[src/rtl/wstat_pkg.sv]
package wstat_pkg;
   // Operation context held for the length of one internal write
   typedef struct packed {
      logic erase;     // 1: erase in progress, 0: program
      logic src_bit;   // polled bit of the word being programmed
   } wstat_ctx_t;
endpackage

[src/rtl/wstat_ctx.sv]
module wstat_ctx
   import wstat_pkg::*;
(
   input  logic       clk,
   input  logic       rst_n,
   input  logic       busy,
   input  logic       op_erase,
   input  logic       op_src_bit,
   output logic       busy_q,
   output logic       op_start,
   output wstat_ctx_t ctx_eff
);
   wstat_ctx_t ctx_q;
   wstat_ctx_t ctx_live;

   assign ctx_live = '{erase: op_erase, src_bit: op_src_bit};
   assign op_start = busy && !busy_q;
   // in the cycle busy rises, the live inputs are the context
   assign ctx_eff  = busy_q ? ctx_q : ctx_live;

   always_ff @(posedge clk) begin
      if (!rst_n) begin
         busy_q <= 1'b0;
         ctx_q  <= '0;
      end else begin
         busy_q <= busy;
         if (!busy_q) ctx_q <= ctx_live;
      end
   end

   // context stays frozen while the operation runs
   a_r11_ctx_frozen: assert property (@(posedge clk) disable iff (!rst_n)
      (busy && busy_q) |=> $stable(ctx_q));
endmodule

[src/rtl/wstat_toggle.sv]
module wstat_toggle (
   input  logic clk,
   input  logic rst_n,
   input  logic busy,
   input  logic op_start,
   input  logic rd_req,
   output logic tog_val
);
   logic tog_q;

   // a new operation always presents 0 on its first read
   assign tog_val = op_start ? 1'b0 : tog_q;

   always_ff @(posedge clk) begin
      if (!rst_n)                tog_q <= 1'b0;
      else if (busy && rd_req)   tog_q <= ~tog_val;
      else if (op_start)         tog_q <= 1'b0;
   end

   // no read, no advance
   a_r5_idle_hold: assert property (@(posedge clk) disable iff (!rst_n)
      (!busy || (!rd_req && !op_start)) |=> $stable(tog_q));
   // a started operation without a read leaves toggle cleared
   a_r7_restart: assert property (@(posedge clk) disable iff (!rst_n)
      (op_start && !rd_req) |=> (tog_q == 1'b0));
endmodule

[src/rtl/wstat_idsel.sv]
module wstat_idsel #(
   parameter int              DATA_W = 16,
   parameter int              ADDR_W = 20,
   parameter bit              ID_EN  = 1'b1,
   parameter logic [DATA_W-1:0] MFR_CODE = 16'h00BF,
   parameter logic [DATA_W-1:0] DEV_CODE = 16'h2782
) (
   input  logic              id_mode,
   input  logic [ADDR_W-1:0] rd_addr,
   input  logic [DATA_W-1:0] array_data,
   output logic [DATA_W-1:0] idle_data
);
   localparam logic [ADDR_W-1:0] MFR_ADDR = ADDR_W'(0);
   localparam logic [ADDR_W-1:0] DEV_ADDR = ADDR_W'(1);

   generate
      if (ID_EN) begin : g_id
         logic [DATA_W-1:0] id_word;
         always_comb begin
            if (rd_addr == MFR_ADDR)      id_word = MFR_CODE;
            else if (rd_addr == DEV_ADDR) id_word = DEV_CODE;
            else                          id_word = '0;
         end
         assign idle_data = id_mode ? id_word : array_data;
      end else begin : g_no_id
         logic unused_id;
         assign unused_id = id_mode ^ (^rd_addr);
         assign idle_data = array_data;
      end
   endgenerate
endmodule

[src/rtl/wstat_read_path.sv]
module wstat_read_path
   import wstat_pkg::*;
#(
   parameter int              DATA_W   = 16,
   parameter int              ADDR_W   = 20,
   parameter int              POLL_BIT = 7,
   parameter int              TOG_BIT  = 6,
   parameter bit              ID_EN    = 1'b1,
   parameter logic [DATA_W-1:0] MFR_CODE = 16'h00BF,
   parameter logic [DATA_W-1:0] DEV_CODE = 16'h2782
) (
   input  logic              clk,
   input  logic              rst_n,
   input  logic              busy,
   input  logic              op_erase,
   input  logic [DATA_W-1:0] op_word,
   input  logic              id_mode,
   input  logic              rd_req,
   input  logic [ADDR_W-1:0] rd_addr,
   input  logic [DATA_W-1:0] array_data,
   output logic [DATA_W-1:0] rd_data
);
   localparam logic [DATA_W-1:0] STAT_MASK =
      (DATA_W'(1) << POLL_BIT) | (DATA_W'(1) << TOG_BIT);

   generate
      if (POLL_BIT >= DATA_W || TOG_BIT >= DATA_W || POLL_BIT == TOG_BIT
          || POLL_BIT < 0 || TOG_BIT < 0) begin : g_bad_bits
         $error("status bit positions invalid for data width");
      end
      if (DATA_W < 2 || ADDR_W < 1) begin : g_bad_width
         $error("data or address width too small");
      end
   endgenerate

   logic              busy_q;
   logic              op_start;
   wstat_ctx_t        ctx_eff;
   logic              tog_val;
   logic [DATA_W-1:0] idle_data;
   logic [DATA_W-1:0] stat_word;
   logic [DATA_W-1:0] next_word;

   wstat_ctx u_ctx (
      .clk        (clk),
      .rst_n      (rst_n),
      .busy       (busy),
      .op_erase   (op_erase),
      .op_src_bit (op_word[POLL_BIT]),
      .busy_q     (busy_q),
      .op_start   (op_start),
      .ctx_eff    (ctx_eff)
   );

   wstat_toggle u_tog (
      .clk      (clk),
      .rst_n    (rst_n),
      .busy     (busy),
      .op_start (op_start),
      .rd_req   (rd_req),
      .tog_val  (tog_val)
   );

   wstat_idsel #(
      .DATA_W   (DATA_W),
      .ADDR_W   (ADDR_W),
      .ID_EN    (ID_EN),
      .MFR_CODE (MFR_CODE),
      .DEV_CODE (DEV_CODE)
   ) u_id (
      .id_mode    (id_mode),
      .rd_addr    (rd_addr),
      .array_data (array_data),
      .idle_data  (idle_data)
   );

   // status word assembled bit by bit
   generate
      for (genvar b = 0; b < DATA_W; b++) begin : g_stat
         if (b == POLL_BIT) begin : g_poll
            assign stat_word[b] = ctx_eff.erase ? 1'b0 : ~ctx_eff.src_bit;
         end else if (b == TOG_BIT) begin : g_tog
            assign stat_word[b] = tog_val;
         end else begin : g_zero
            assign stat_word[b] = 1'b0;
         end
      end
   endgenerate

   assign next_word = busy ? stat_word : idle_data;

   always_ff @(posedge clk) begin
      if (!rst_n)      rd_data <= '0;
      else if (rd_req) rd_data <= next_word;
   end

   // output holds between reads
   a_r12_hold: assert property (@(posedge clk) disable iff (!rst_n)
      !rd_req |=> $stable(rd_data));
   // idle normal reads pass array data
   a_r2_pass: assert property (@(posedge clk) disable iff (!rst_n)
      (rd_req && !busy && !id_mode) |=> (rd_data == $past(array_data)));
   // erase polls low
   a_r4_erase_poll: assert property (@(posedge clk) disable iff (!rst_n)
      (rd_req && busy && ctx_eff.erase) |=> (rd_data[POLL_BIT] == 1'b0));
   // program polls inverted source bit
   a_r3_prog_poll: assert property (@(posedge clk) disable iff (!rst_n)
      (rd_req && busy && !ctx_eff.erase) |=>
         (rd_data[POLL_BIT] == !$past(ctx_eff.src_bit)));
   // non-status bits are clear while busy
   a_r6_zero_rest: assert property (@(posedge clk) disable iff (!rst_n)
      (rd_req && busy) |=> ((rd_data & ~STAT_MASK) == '0));
endmodule

[config.mk]
export PLATFORM = sky130hd
export DESIGN_NAME = wstat_read_path
export DESIGN_NICKNAME = d
export VERILOG_FILES = /design/src/rtl/wstat_pkg.sv /design/src/rtl/wstat_ctx.sv /design/src/rtl/wstat_toggle.sv /design/src/rtl/wstat_idsel.sv /design/src/rtl/wstat_read_path.sv
export SDC_FILE = /design/constraint.sdc
export NUM_CORES = 1
export LEC_CHECK = 0
export ABC_AREA = 1
export BUFFER_PORTS_ARGS = -buffer_cell sky130_fd_sc_hd__buf_2
export CORE_UTILIZATION = 37
export DETAILED_ROUTE_END_ITERATION = 8
export PLACE_DENSITY = 0.72
export SYNTH_ARGS = -nofsm -noshare
export SYNTH_HDL_FRONTEND = slang
export SYNTH_HIERARCHICAL = 1
export SYNTH_SLANG_ARGS = --single-unit
[constraint.sdc]
create_clock -name clk -period 1.03 [get_ports clk]
set_input_delay 0.103 -clock clk [delete_from_list [all_inputs] [get_ports clk]]
set_output_delay 0.103 -clock clk [all_outputs]
set_load 0.05 [all_outputs]
Word-level counts from Yosys, hierarchy flattened --
Cells that the tools add are included.
Word-level totals: flip-flop bits (word level) 20, input port bits 58, logic and storage cells 20
Cells by class: equality and inequality tests 1, multiplexer cells 8, bitwise logic cells 2, reduce and logical (&&, ||, !) cells 4
Operator list (number):
- 16-bit 2-to-1 mux | 3
- 20-bit by 1-bit equality test with 1-bit output (second input constant) | 1
- 20-bit logical NOT | 1
- 14-bit 2-to-1 mux | 1
- 1-bit 2-to-1 mux | 3
- 1-bit logical AND | 2
- 2-bit 2-to-1 mux | 1
- 1-bit NOT | 2
- 1-bit logical NOT | 1

Logic depth before layout (Yosys ltp) --
Gate-level depths: netlist of the first run.
word-level depth 5, depth in mapped cells 9, mapped depth without buffers 9

By module --
The synthesis of the first run kept the hierarchy.
Modules (own cells, without submodules):
- wstat_read_path | times used 1, cells each 81, area an instance 606.8 µm², seq. area each 320.3 µm²
- wstat_idsel | times used 1, cells each 56, area an instance 305.3 µm², seq. area each 0.0 µm²
- wstat_ctx | times used 1, cells each 23, area an instance 142.6 µm², seq. area each 60.1 µm²
- wstat_toggle | times used 1, cells each 9, area an instance 52.6 µm², seq. area each 20.0 µm²

Worst setup path before layout of the first run --
OpenSTA, ideal clock, no wires.
path type input -> register, from input port rd_addr[3], to register rd_data[7], setup time 0.065 ns, arrival 0.917 ns, required time 0.965 ns, path slack 0.048 ns, cell stages on the path 8, buffers on the path 0, cell sequence or2_4 > nor3_4 > nand4_4 > nand3_1 > nand3_1 > nand2_1 > nor2_1 > nor2_1
On the way: longest elaborated chain between the ends 5, elaborated cells on any way between the ends 6, classes of those cells eq/ne (1); mux (4); reduce/logical (1)
RTL lines:
- from (decl) | line wstat_read_path.sv:19 | input logic [ADDR_W-1:0] rd_addr,
- 20-bit by 1-bit equality test with 1-bit output | line wstat_idsel.sv:21 | else if (rd_addr == DEV_ADDR) id_word = DEV_CODE;
- 14-bit 2-to-1 mux | line wstat_idsel.sv:21
- 16-bit 2-to-1 mux * | line wstat_idsel.sv:20 | if (rd_addr == MFR_ADDR) id_word = MFR_CODE;
- 16-bit 2-to-1 mux * | line wstat_idsel.sv:24 | assign idle_data = id_mode ? id_word : array_data;
- named net idle_data[7] | line wstat_read_path.sv:40 | logic [DATA_W-1:0] idle_data;
- 16-bit 2-to-1 mux * | line wstat_read_path.sv:90 | assign next_word = busy ? stat_word : idle_data;
- to (signal assigned) | line wstat_read_path.sv:94 | else if (rd_req) rd_data <= next_word;
- to (decl) | line wstat_read_path.sv:21 | output logic [DATA_W-1:0] rd_data
Mark *: on every way through the listed nets, which the timed path passes. The rest lies on a longest branch. A chain may end at the register's enable or synchronous reset.

Final worst setup path of the first run --
from register rd_data[0], to output port rd_data[0]
No word-level cell between the ends.

==> results of run 1 <==
-- metrics by stage --
step           cell area (um2)  total power [mW]  TNS (ns)  hold slack, ns  cells
2_1_floorplan             1110              1.04         0           0.196    169
3_3_place_gp              1430              1.17    -0.587           0.358    257
3_5_place_dp              1430              1.17    -0.824           0.360    257
4_1_cts                   1460              1.54         0          0.0434    260
5_1_grt                   1500              1.64   -0.0143          0.0394    260
6_report                  1500              1.54         0          0.0510    260
-- routing by layer --
layer | GRT usage | wire [um]
met5 | 0 | 0
met4 | 0.0429 | 17
met3 | 0.0461 | 186
met2 | 0.282 | 1080
met1 | 0.200 | 1140
-- registers in the layout, summed over array words and instances, names as in the netlist --
register and count:
rd_data 16, u_tog/tog_q 1, u_ctx/ctx_q 2, u_ctx/busy_q 1
-- timing repair --
item / CTS / global route
hold buffers: 0 / 0
hold endpoints to repair: 0 / 0
pin swaps: 0 / 2
endpoints found under the setup margin: 1 / 17
gates resized for setup: 1 / 23
-- where the power goes --
| part | switching [mW] | internal [mW] |
|---|---|---|
| clock network | 0.244 | 0.136 |
| logic | 0.207 | 0.140 |
| registers | 0.0132 | 0.799 |
-- worst max path at each step --
stage               start    endpoint  slack, ns  cells past startpoint
3_5_place_dp   rd_addr[3]  rd_data[7]      -0.14                      9
3_3_place_gp   rd_addr[3]  rd_data[7]      -0.11                      9
4_1_cts        rd_data[7]  rd_data[7]     0.0006                      1
2_1_floorplan  rd_addr[3]  rd_data[7]       0.05                      8
5_1_grt        rd_data[0]  rd_data[0]     -0.007                      1
6_report       rd_data[0]  rd_data[0]       0.03                      1
-- cell usage in the layout (no fill, tap or decap), drive strengths merged --
master / netlist / routed
a21oi: 14 / 14
buf: 4 / 52
clkbuf: 1 / 13
dfxtp: 20 / 20
inv: 25 / 25
nand2: 70 / 70
nand3: 6 / 6
nand4: 2 / 2
nor2: 25 / 25
nor3: 1 / 1
or2: 1 / 1
-- logic make-up (layout without fill, tap and decap cells) --
family          after synthesis  after routing  synth area share
simple gates                105            105             0.458
flops                        20             20             0.362
compound gates               14             14            0.0667
buf+inv                      30             90             0.114
-- area by class of cell --
cell class / count / area share
clock buffer: 3 / 0.0150
multi-input combinational: 119 / 0.388
tap: 31 / 0.0258
sequential: 20 / 0.269
inverter: 25 / 0.0624
timing repair buffer: 62 / 0.240
==> implementation parameters, run 1 <==
Parameter                              Value

Run status
  Run status ... finished with violations
  Violated checks ... design-rule violations

Setup path
  Critical Path Sink Type ... primary output
  Top delay family on crit path ... flip-flops
  Worst flop-to-flop path endpoint ... rd_data[7]
  Largest stage delay on the critical path ... 0.36 ns
  Slowest stage cell, crit path ... sky130_fd_sc_hd__dfxtp_1
  Setup slack of the worst register-to-register path ... 0.09 ns
  Category of the worst setup path launch point ... flop
  Crit path max fanout ... 2
  CP Data Required Time ... 0.93 ns
  Worst path arrival time ... 0.89 ns
  Number of buffer and inverter stages on the critical path ... 1
  Worst reg-to-reg path cell count ... 9
  Critical-path cell list ... clkbuf_4
  Reg-to-reg critical path startpoint ... u_ctx/busy_q
  Worst Setup Path Type ... flop to primary output

Floorplanning
  Die Ht ... 56.7 um
  Die area ... ~0.0032 mm2
  Floorplan row count ... 19
  Area of the core ... 0.00281 mm2
  Boundary Pins ... 74
  Initial standard-cell utilization of the core ... 0.395
  Horizontal die dimension ... 56.7 um

Placement
  Post-Place Setup Slack ... -0.136 ns
  Count of port buffers added during placement ... 58
  Sum of net half-perimeters after detailed placement ... roughly 1.9 mm
  Final weighted congestion in routability-driven placement ... 0.750

Routing
  Via count ... 1158
  TritonRoute pass-1 iters ... 6
  Final antenna-violating net count ... 0
  1st-iter DRT viols ... 28
  DRC viols ... 3
  Wire length per cell after detailed routing ... 9.35 um
  WL final ... 2.43 mm
  Drt via density ... roughly 4.5

Clock tree
  Clock input transition at the sequential cells of the worst setup and hold paths ... 0.12 ns
  Clk Latency, worst-skew pair ... 0.30 ns
  Number of setup buffers added after CTS ... 0
  # clock sinks ... 20
  Number of buffers on the longest clock path ... 2
  Clock Tree Root ... sky130_fd_sc_hd__clkbuf_4
  Number of H-tree levels ... 1
  TritonCTS clock tree ... yes
  CTS Buf Count ... 3

Run
  Reported max-cap violation count ... 0

Worst hold path
  Min-Delay Path Depth ... 3
  Hold/Removal Path Class ... input pin to flop
  Hold-critical path endpoint ... u_ctx/busy_q
  HP Start ... rst_n

Layout
  Area added between synthesis and finish ... 35.7%
  Utilization after layout ... 0.536
  Storage element area ... 404 um2
  Number of filler instances in the final layout ... 309
  Antenna fix cells ... 0
  Multi-input combinational cell area ... 583 um2
  Fin nets ... 289
  Ratio of cells with drive above 1 in the final layout ... 0.362

GRT
  Wire length of the first global-routing pass ... 4.16 mm
  Maximum number of pins on one net before global-route repair ... 15
  GRT Util Overall ... 0.164
  Vias in the first global route ... around 1100
  Total gr overflow ... 0
  Initial antenna violation count ... 0

Power and ir drop
  Largest voltage drop on the vdd net ... roughly 0.72 mV
  Static leakage ... 0.877 nW
  Power density over the cells ... 1030 mW/mm2

Logic synthesis
  Area of the mapped netlist ... 0.00111 mm2
  Share of synthesized registers carrying an async set or reset ... 0
  Synthesized area per cell ... approximately 6.6 um2
  Mapped Cells ... 169
  Most frequent cell after synthesis ... sky130_fd_sc_hd__nand2_1
  Top cells by area, synth ... sky130_fd_sc_hd__dfxtp_1 (36%), sky130_fd_sc_hd__nand2_1 (23%), sky130_fd_sc_hd__inv_1 (7.5%)
  Sequential-to-total area share from yosys stat ... 0.362
  Net count after synthesis ... ~230
  Top-area cell type share of the netlist area ... 0.362
  FF+latch count, synth ... 20
  Most common library cells after synthesis ... sky130_fd_sc_hd__nand2_1 (68), sky130_fd_sc_hd__inv_1 (22), sky130_fd_sc_hd__dfxtp_1 (20), sky130_fd_sc_hd__nor2_1 (19), sky130_fd_sc_hd__a21oi_1 (13)
  Post-synth EDFFs ... 0
  Cell type with the largest total area after synthesis ... sky130_fd_sc_hd__dfxtp_1
  Library cells used by synthesis ... 19
  Dominant register cell in the synthesized netlist ... sky130_fd_sc_hd__dfxtp_1
  Synthesis Warnings ... 6

STA
  Max Clk Rate ... about 1 GHz
  Max-slew headroom ... 0.795
  Max-slew violation total from the final report ... 0
  Min Tclk post-route ... 0.996 ns
  Setup slack of the critical path after layout ... approximately 0.034 ns
  Number of failing hold endpoints at the final stage ... 0
  Worst Max-Slew Pin Slew ... slightly above 0.3 ns
  Setup violators final ... 0
  Tcrit/Tclk final ... 0.967
  Post-route clock skew ... approximately 0.00067 ns
Power figures use the tool's default switching activity.
==> run 2: changes to the inputs <==
--- a/config.mk
+++ b/config.mk
@@ -8,2 +8,3 @@
 export ABC_AREA = 1
+export ABC_CLOCK_PERIOD_IN_PS = 1030
 export BUFFER_PORTS_ARGS = -buffer_cell sky130_fd_sc_hd__buf_2
==> constraint.sdc (replaced) <==
create_clock -name clk -period 1.03 [get_ports clk]
set_input_delay 0.0515 -clock clk [delete_from_list [all_inputs] [get_ports clk]]
set_output_delay 0.0515 -clock clk [all_outputs]
set_load 0.05 [all_outputs]
==> run 2 against run 1 <==
Against the previous run: the flow still finishes with violations (design-rule violations); first-iteration DRC count rose by 29%; register-to-register slack hardly changed; critical path depth did not move; clock skew barely moved; fmax increased by 1.1%; via count rose by 1.0%; highest routed layer unchanged; final cell count up 0.38%; critical endpoint is now rd_data[7].
==> implementation parameters, run 2 (synthesis gave the netlist of run 1 again) <==
Parameter                              Value

Run status
  Run status ... finished with violations
  Violated checks ... design-rule violations

Floorplanning
  Floorplan row count ... 19 (unchanged)
  Boundary Pins ... 74 (unchanged)
  Die Ht ... 56.7 um (unchanged)
  Area of the core ... 0.00281 mm2 (unchanged)
  Initial standard-cell utilization of the core ... 0.395 (unchanged)
  Die area ... 0.00322 mm2 (unchanged)
  Horizontal die dimension ... 56.7 um (unchanged)

STA
  Min Tclk post-route ... 0.985 ns (-0.0111 ns)
  Setup TNS Final ... 0 ns (unchanged)
  Number of failing hold endpoints at the final stage ... 0 (unchanged)
  Max-slew headroom ... 0.793 (-0.00244)
  Worst-case hold slack ... 0.0473 ns (-0.00368 ns)
  Unrepaired setup endpoints after global routing ... false
  Worst Max-Slew Pin Slew ... 0.310 ns (+0.00365 ns)
  Tcrit/Tclk final ... 0.956 (-0.0108)
  Max-slew violation total from the final report ... 0 (unchanged)
  Post-route clock skew ... 0.000211 ns (-0.000455 ns)
  Setup violators final ... 0 (unchanged)
  Max Clk Rate ... 1.02 GHz (+1.1%)

Setup path
  Critical-path cell list ... buf_2
  CP Data Required Time ... 0.98 ns (+0.05 ns)
  Worst flop-to-flop path endpoint ... rd_data[7]
  Largest stage delay on the critical path ... 0.37 ns (about the same)
  Top delay family on crit path ... flip-flops
  Number of buffer and inverter stages on the critical path ... 1 (unchanged)
  Crit path max fanout ... 2 (unchanged)
  Worst reg-to-reg path cell count ... 9 (unchanged)
  Setup slack of the worst register-to-register path ... 0.10 ns (about the same)
  Slowest stage cell, crit path ... sky130_fd_sc_hd__dfxtp_1
  Critical Path Sink Type ... primary output
  Worst path arrival time ... 0.93 ns (+0.04 ns)
  Category of the worst setup path launch point ... flop
  Reg-to-reg critical path startpoint ... u_ctx/busy_q
  Worst Setup Path Type ... flop to primary output

GRT
  Wire length of the first global-routing pass ... 4.13 mm (-0.82%)
  GRT Util Overall ... 0.162 (-0.00193)
  Maximum number of pins on one net before global-route repair ... 15 (unchanged)
  Initial antenna violation count ... 0 (unchanged)
  Vias in the first global route ... 1032 (-2.7%)
  Total gr overflow ... 0 (unchanged)

Routing
  Final antenna-violating net count ... 0 (unchanged)
  Wire length per cell after detailed routing ... 9.28 um (-0.71%)
  Drt via density ... 4.48 (+0.65%)
  DRC viols ... 4 (+1)
  1st-iter DRT viols ... 36 (+29%)
  Via count ... 1170 (+1.0%)
  TritonRoute pass-1 iters ... 6 (unchanged)
  WL final ... 2.42 mm (-0.33%)

Layout
  Top Registers ... rd_data (16), u_ctx/ctx_q (2)
  Highest-count cells in the layout ignoring fill and taps ... sky130_fd_sc_hd__nand2_1 (66), sky130_fd_sc_hd__buf_2 (58), sky130_fd_sc_hd__inv_1 (21)
  Number of filler instances in the final layout ... 287 (-7.1%)
  Count of non-filler cells in the finished layout ... 261 (+0.38%)
  Register with the highest flop count ... rd_data
  Largest register FFs ... 16 (unchanged)
  Area added between synthesis and finish ... 33.0%
  Fin nets ... 290 (+0.35%)
  Utilization after layout ... 0.525 (-0.0107)
  Ratio of cells with drive above 1 in the final layout ... 0.370 (+0.00712)
  Most frequent standard cell in the layout excluding fill and tap cells ... sky130_fd_sc_hd__nand2_1
  Antenna fix cells ... 0 (unchanged)

Power and ir drop
  Largest voltage drop on the vdd net ... 0.651 mV (-9.6%)
  Static leakage ... 0.887 nW (+1.1%)
  Power density over the cells ... 1040 mW/mm2 (+1.0%)

Clock tree
  Number of buffers on the longest clock path ... 2 (unchanged)
  Clock Tree Root ... sky130_fd_sc_hd__clkbuf_4
  # clock sinks ... 20 (unchanged)
  Clk Latency, worst-skew pair ... 0.29 ns (about the same)
  TritonCTS clock tree ... yes
  CTS Buf Count ... 3 (unchanged)
  Clock input transition at the sequential cells of the worst setup and hold paths ... 0.10 ns (-0.02 ns)
  Number of H-tree levels ... 1 (unchanged)

Worst hold path
  Min-Delay Path Depth ... 3 (unchanged)
  Hold-critical path endpoint ... u_ctx/busy_q
  Hold/Removal Path Class ... input pin to flop
  HP Start ... busy

Placement
  Final weighted congestion in routability-driven placement ... 0.768 (+2.4%)
  Count of port buffers added during placement ... 58 (unchanged)
  Cells after DPL ... 256 (-0.39%)
  Sum of net half-perimeters after detailed placement ... 1.91 mm (+1.2%)

Run
  Reported max-cap violation count ... 0 (unchanged)
## run 2: cell count changes in the layout (fill, tap and decap cells not counted), sizes merged
cell	change
buf	+10
clkbuf	-10
dlygate4sd3	+1
## run 2: power breakdown
group	total, mW	internal, mW	leakage (nW)	switching (mW)
clock network	0.365	0.136	0.0138	0.229
registers	0.813	0.800	0.163	0.0130
logic	0.347	0.137	0.710	0.210
total	1.53	1.07	0.887	0.452
## run 2: worst max-delay path by stage
stage,from,end,depth (start not counted)
after floorplan,rd_data[7],rd_data[7],4
after global placement,rd_addr[3],rd_data[7],9
after detailed placement,rd_addr[3],rd_data[7],9
after CTS,u_ctx/busy_q,rd_data[7],9
after global routing,rd_data[9],rd_data[9],1
final,rd_data[7],rd_data[7],1
## run 2: stage by stage
step	cell area (um2)	setup slack, ns	total power [mW]
floorplan	1110	0.0976	1.04
global placement	1430	-0.0568	1.16
detailed placement	1430	-0.0770	1.17
CTS	1460	0.0315	1.54
global route	1470	0.000564	1.63
finish	1470	0.0450	1.53
## run 2: worst register-to-register path, delay by kind of cell, from the launching register on
kind	cells	cell delay (ns)
buffers and inverters	3	0.13
and+or+nand+nor	6	0.33
DFF	1	0.38
## run 2: final cells by class
class                           instances  area [um2]  area share
Tap cell                               31        38.8      0.0263
Clock buffer                            3        22.5      0.0153
Multi-Input combinational cell        119         586       0.398
Sequential cell                        20         402       0.273
Timing Repair Buffer                   63         330       0.224
Inverter                               25        93.8      0.0637
## run 2: metal layers
| metal | routed length, um | up-vias | track usage | share of wire |
|---|---|---|---|---|
| met4 | 15 | 0 | 0.0393 | 0.0062 |
| met3 | 165 | 2 | 0.0415 | 0.068 |
| li1 | - | 628 | - | - |
| met5 | 0 | - | 0 | 0 |
| met2 | 1130 | 46 | 0.291 | 0.47 |
| met1 | 1110 | 494 | 0.191 | 0.46 |
## run 2: what timing repair did
| item | 4_1_cts | 5_1_grt |
|---|---|---|
| buffers inserted | 0 | 1 |
| hold endpoints to repair | 1 | 0 |
| resized for setup | 0 | 4 |
| endpoints found under the setup margin | 0 | 1 |
| hold buffers | 1 | 0 |
